File: config.mk
export PLATFORM = sky130hd
export DESIGN_NAME = cfi_csr_gate
export DESIGN_NICKNAME = d
export VERILOG_FILES = /design/src/rtl/cfi_csr_gate.sv
export SDC_FILE = /design/constraint.sdc
export NUM_CORES = 1
export LEC_CHECK = 0
export ABC_CLOCK_PERIOD_IN_PS = 3200
export BUFFER_PORTS_ARGS = -buffer_cell sky130_fd_sc_hd__buf_4
export CAP_MARGIN = 20
export CELL_PAD_IN_SITES_DETAIL_PLACEMENT = 1
export CELL_PAD_IN_SITES_GLOBAL_PLACEMENT = 2
export CORE_ASPECT_RATIO = 0.5
export CORE_MARGIN = 2
export CORE_UTILIZATION = 32
export DETAILED_ROUTE_END_ITERATION = 10
export PLACE_DENSITY_LB_ADDON = 0.1
export RECOVER_POWER = 25
export SKIP_CTS_REPAIR_TIMING = 1
export SLEW_MARGIN = 20
export SYNTH_ARGS = -nofsm -noshare
export SYNTH_HDL_FRONTEND = slang
export SYNTH_SLANG_ARGS = --single-unit
File: constraint.sdc
create_clock -name clk -period 3.2 [get_ports clk]
set_input_delay 0.64 -clock clk [delete_from_list [all_inputs] [get_ports clk]]
set_output_delay 0.64 -clock clk [all_outputs]
set_load 0.05 [all_outputs]
File: src/rtl/cfi_csr_gate.sv
module cfi_csr_gate #(
  parameter int          XLEN       = 64,
  parameter logic [11:0] LABEL_ADDR = 12'h8A0,
  parameter logic [11:0] SSP_ADDR   = 12'h8A1,
  parameter int          LO_W       = 8,
  parameter int          MID_W      = 8,
  parameter int          UP_W       = 9
) (
  input  logic            clk,
  input  logic            rst_n,
  input  logic            ext_present,
  input  logic [1:0]      priv,
  input  logic            virt,
  input  logic            menv_cfi,
  input  logic            henv_cfi,
  input  logic            ufwd_en,
  input  logic            ubwd_en,
  input  logic            req_valid,
  input  logic [11:0]     req_addr,
  input  logic            req_write,
  input  logic [XLEN-1:0] wdata,
  output logic [XLEN-1:0] rdata,
  output logic [1:0]      fault
);
  localparam int              LABEL_W    = LO_W + MID_W + UP_W;
  localparam logic [XLEN-1:0] LABEL_MASK = {{(XLEN-LABEL_W){1'b0}}, {LABEL_W{1'b1}}};
  localparam logic [1:0]      PRIV_U     = 2'b00;
  localparam logic [1:0]      PRIV_M     = 2'b11;
  localparam logic [1:0]      F_NONE     = 2'b00;
  localparam logic [1:0]      F_ILL      = 2'b01;
  localparam logic [1:0]      F_VIRT     = 2'b10;

  logic [XLEN-1:0] lbl_q, ssp_q;
  logic            hit_lbl, hit_ssp, hit, grant;

  assign hit_lbl = req_valid && (req_addr == LABEL_ADDR);
  assign hit_ssp = req_valid && (req_addr == SSP_ADDR);
  assign hit     = hit_lbl || hit_ssp;

  always_comb begin
    fault = F_NONE;
    if (hit) begin
      if (!ext_present)
        fault = F_ILL;
      else if (priv != PRIV_M) begin
        if (!menv_cfi)
          fault = F_ILL;
        else if (virt && !henv_cfi)
          fault = F_VIRT;
        else if (priv == PRIV_U && ((hit_lbl && !ufwd_en) || (hit_ssp && !ubwd_en)))
          fault = F_ILL;
      end
    end
  end

  assign grant = hit && (fault == F_NONE);
  assign rdata = !grant ? '0 : (hit_lbl ? lbl_q : ssp_q);

  always_ff @(posedge clk or negedge rst_n) begin
    if (!rst_n) begin
      lbl_q <= '0;
      ssp_q <= '0;
    end else if (grant && req_write) begin
      if (hit_lbl) lbl_q <= wdata & LABEL_MASK;
      else         ssp_q <= wdata;
    end
  end
endmodule


---- Yosys cells after proc, flatten, opt, wreduce, memory -nomap -nowiden ----
Index checks and enable logic that the tools add are counted.
word-level totals
  bits in registers ....................... 89
  bits of input ports ..................... 88
  output and inout port bits .............. 66
  word-level logic and storage cells ...... 31
cells by class
  eq/ne operators ......................... 3
  mux-type cells .......................... 8
  bitwise logic cells ..................... 1
  reductions and logical operators ........ 17
operator list
  kind                                          count
  2-to-1 mux 64 bit                             2
  equality test 12 bit (second input constant)  2
  2-to-1 mux 2 bit                              5
  logical AND 1 bit                             8
  logical NOT 2 bit                             2
  AND reduction 2 bit                           2
  logical NOT 1 bit                             3
  logical OR 1 bit                              2
  != test 2 bit (second input constant)         1
  2-to-1 mux 1 bit                              1
  NOT 1 bit                                     1

---- Longest topological paths before layout ----
  depth in word-level cells ............... 15
  depth in mapped cells ................... 7
  mapped depth without buffers ............ 4

---- Worst setup path before layout ----
Ideal clock, no wire load.
  path type ............................... input to output
  start point ............................. in req_addr[0]
  end point ............................... out rdata[10]
  arrival time ............................ 2.718 ns
  required time ........................... 2.560 ns
  slack ................................... -0.158 ns
  stages on the path ...................... 7
  buffers on the path ..................... 3
  cells stage by stage .................... buf_6 -> mux2i_1 -> a311o_1 -> or3_1 -> clkbuf_1 -> clkbuf_1 -> nor2_1
between the ends
  longest elaborated chain between the ends .. 14
  elaborated cells on any way between the ends .. 19
  classes of those cells .................. 2 x eq/ne; 8 x mux; 9 x reduce/logical
ends and longest elaborated chain
  element                                  RTL line  text
  start, declared                          19        input logic [11:0] req_addr,
  equality test 12 bit (on tied branches)  36, 37
  logical AND 1 bit (on tied branches)     36, 37
  logical AND 1 bit                        50        else if (priv == PRIV_U && ((hit_lbl && !ufwd_en) || (hit_ssp && !ubwd_en)))
  logical OR 1 bit                         50
  logical AND 1 bit                        50
  2-to-1 mux 1 bit                         50
  2-to-1 mux 2 bit                         48        else if (virt && !henv_cfi)
  2-to-1 mux 2 bit                         46        if (!menv_cfi)
  2-to-1 mux 2 bit                         45        else if (priv != PRIV_M) begin
  2-to-1 mux 2 bit                         43        if (!ext_present)
  2-to-1 mux 2 bit                         42        if (hit) begin
  logical NOT 2 bit                        56        assign grant = hit && (fault == F_NONE);
  logical AND 1 bit                        56
  2-to-1 mux 64 bit (*)                    57        assign rdata = !grant ? '0 : (hit_lbl ? lbl_q : ssp_q);
  end, declared                            22        output logic [XLEN-1:0] rdata,
Every way passes the cells marked *; elsewhere a longest branch is shown, timed or not.

---- Worst setup path after layout ----
  start point ............................. in req_addr[0]
  end point ............................... out rdata[40]
Same word-level chain as after synthesis.

==> qor.log <==
qor: detailed_routing.drt_first_pass_iters 4
qor: finish.fillCellCount 1360
qor: sta.final.hold.worst_slack 0.501 ns
qor: clock_network.clk_latency 0.33 ns
qor: worst_hold_path.hp-class flop to flop
qor: sta.slew-limit-headroom -0.514
qor: worst_setup_path.timing.critical_path.from_type input port
qor: worst_setup_path.kind_of_end_point_of_the_critical_path primary output
qor: clock_network.cts_htree_levels 3
qor: yosys.yosys.cell_count.top_type sky130_fd_sc_hd__dfrtp_1
qor: yosys.synth_top_cells_by_area sky130_fd_sc_hd__dfrtp_1, sky130_fd_sc_hd__mux2_4, sky130_fd_sc_hd__mux2_2
qor: yosys.post-synth-top-area-cell sky130_fd_sc_hd__dfrtp_1
qor: floorplan.die-area 14500 µm²
qor: floorplan.design.portCount 154
qor: detailed_routing.drt_first_iter_violations 67
qor: grt.gr_util_all_layers 0.153
qor: floorplan.initial_core_util 0.335
qor: power_and_ir_drop.irDropWorstVdd 0.249 mV
qor: clock_network.root_buffer sky130_fd_sc_hd__clkbuf_16
qor: yosys.synth_commonest_cells sky130_fd_sc_hd__dfrtp_1, sky130_fd_sc_hd__mux2_4, sky130_fd_sc_hd__and2_1, sky130_fd_sc_hd__mux2_2
qor: detailed_routing.detailroute.via_count 2938
qor: worst_setup_path.worstPathMaxFanout 39
qor: job.timing.max_cap.violations 1
qor: placed_design.placement.io_buffers 153
qor: detailed_routing.detail_route.drc_violations 0
qor: yosys.post_synth.cell_area_avg 14.1 µm²
qor: outcome.failed_checks capacitance limit, slew limit
qor: yosys.synth_flop_cell sky130_fd_sc_hd__dfrtp_1
qor: sta.clock_skew 0 ns
qor: yosys.synth_fp_nets 394
qor: outcome.result_of_the_run complete, but fails checks
qor: sta.tightest_slew 2.27 ns
qor: yosys.synth.ff_latch_count 89
qor: finish.drive_above_1_share 0.599
qor: sta.finalCritPeriodShare 0.933
qor: yosys.post-synth-top-area-fraction 0.515
qor: grt.grt_pass1_vias 3423
qor: finish.layout_area_growth_over_synthesis 38.1%
qor: sta.maxSlewViolCount 90
qor: clock_network.maximum_clock_insertion_buffer_count 2
qor: placed_design.hpwl 7.58 mm
qor: detailed_routing.totalWireLength 10.8 mm
qor: sta.finalHoldViolCount 0
qor: placed_design.place_congestion 0.700
qor: detailed_routing.antenna_left 0
qor: clock_network.path_clk_slew 0.06 ns
qor: floorplan.coreArea 12900 µm²
qor: finish.layout.nets 549
qor: worst_setup_path.cp.required 2.56 ns
qor: yosys.yosys_warnings 0
qor: grt.grt.overflow.total 0
qor: worst_setup_path.worst_endpoint_data_arrival_time 2.35 ns
qor: finish.antenna_cells_inserted 0
qor: grt.pin_count_of_the_biggest_net_entering_global_routing 90
qor: yosys.seq_area_frac_synth 0.515
qor: yosys.netlist-cell-type-count 23
qor: sta.max_freq 335 MHz
qor: floorplan.num_rows 29
qor: sta.period_needed 2.99 ns
qor: sta.finalSetupViolations 0
qor: clock_network.clock_sink_count 89
qor: grt.grt_pass1_wl 17.5 mm
qor: floorplan.floorplan.die.height 86.2 µm
qor: yosys.synthesis.area 4330 µm²
qor: yosys.synth_enable_flop_cells 0
qor: yosys.synth_cells 306
qor: clock_network.cts-buffers-inserted 9
qor: clock_network.cts_tree built
qor: floorplan.floorplan.die.width 168 µm
qor: detailed_routing.wl_per_cell 17.0 µm
qor: power_and_ir_drop.total_design_power 2.28 mW
qor: sta.grt_setup_unrepaired false
qor: power_and_ir_drop.pwr_density_cell 381 nW/µm²
qor: power_and_ir_drop.cellLeakagePower 3.04 nW
qor: yosys.async_flop_share 1.00
qor: detailed_routing.routed_via_density 4.62
qor: worst_setup_path.criticalPathCategory input port to primary output
qor: grt.initial_antenna_violation_count 0
-- critical path, cell delays in order --
cell                     delay (ns)
sky130_fd_sc_hd__buf_4         0.09
sky130_fd_sc_hd__buf_4         0.41
sky130_fd_sc_hd__inv_1         0.14
sky130_fd_sc_hd__nor4_2        0.42
sky130_fd_sc_hd__buf_12        0.24
sky130_fd_sc_hd__and2_1        0.18
sky130_fd_sc_hd__buf_4         0.21
-- cell families (layout without fill, tap and decap cells) --
kind of cell,count (synthesis),after routing,share of synthesized area
flops,89,89,0.515
mux,115,115,0.344
simple gates,79,79,0.106
buf+inv,20,180,0.0301
compound gates,3,3,0.00520
-- registers in the layout, indices dropped and copies added, names as in the netlist --
| signal | count |
|---|---|
| ssp_q | 64 |
| lbl_q | 25 |
-- cell usage in the layout, fill, tap and decap left out, types with 3 or more instances in the layout --
master and instances:
sky130_fd_sc_hd__dfrtp_1 89, sky130_fd_sc_hd__and2_2 10, sky130_fd_sc_hd__and2_1 29, sky130_fd_sc_hd__buf_4 157, sky130_fd_sc_hd__mux2i_1 26, sky130_fd_sc_hd__nand2_1 3
sky130_fd_sc_hd__mux2_4 60, sky130_fd_sc_hd__nor2_1 26, sky130_fd_sc_hd__mux2_2 28, sky130_fd_sc_hd__clkbuf_16 9, sky130_fd_sc_hd__buf_12 3
-- worst paths after layout --
path,endpoint,start,slack [ns],depth (start not counted)
worst max-delay path,rdata[40],req_addr[0],0.21,7
worst min-delay path,ssp_q[55],ssp_q[55],0.50,1
worst max register to register,lbl_q[6],lbl_q[6],2.41,1
worst min register to register,ssp_q[55],ssp_q[55],0.50,1
max in group asynchronous,ssp_q[6],rst_n,0.77,2
min in group asynchronous,ssp_q[37],rst_n,1.04,2
-- area by class of cell --
cell class	instances	area, µm²	share of cell area
Timing Repair Buffer	162	1250	0.209
Multi-Input combinational cell	197	1990	0.333
Tap cell	170	213	0.0356
Clock inverter	6	50.0	0.00838
Sequential cell	89	2230	0.373
Inverter	2	7.51	0.00126
Clock buffer	10	239	0.0400
-- per-layer routing --
metal  wire [µm]  up-vias  share of wire  global-route usage
met2        5540       81           0.51               0.278
met5           0        -              0                   0
met3         789        5          0.073              0.0571
met4          43        0         0.0040              0.0282
met1        4470     1495           0.41               0.177
li1            -     1357              -                   -
-- power by group --
part / total [mW] / internal, mW / leakage [nW] / switching [mW]
sequential: 1.13 / 1.13 / 1.24 / 0.000453
combinational: 0.141 / 0.0811 / 1.66 / 0.0601
clock: 1.01 / 0.557 / 0.141 / 0.453
total: 2.28 / 1.76 / 3.04 / 0.513
-- stage by stage --
stage	utilization	setup slack, ns	setup TNS [ns]	area, µm²	instances
after floorplan	-	-0.158	-3.16	4340	306
after global placement	0.441	0.228	0	5700	620
after detailed placement	0.441	0.166	0	5700	620
after CTS	0.464	0.144	0	5990	636
after global routing	0.463	0.0618	0	5980	636
final	0.463	0.214	0	5980	636
No activity file was read; power rests on OpenSTA's default activity.
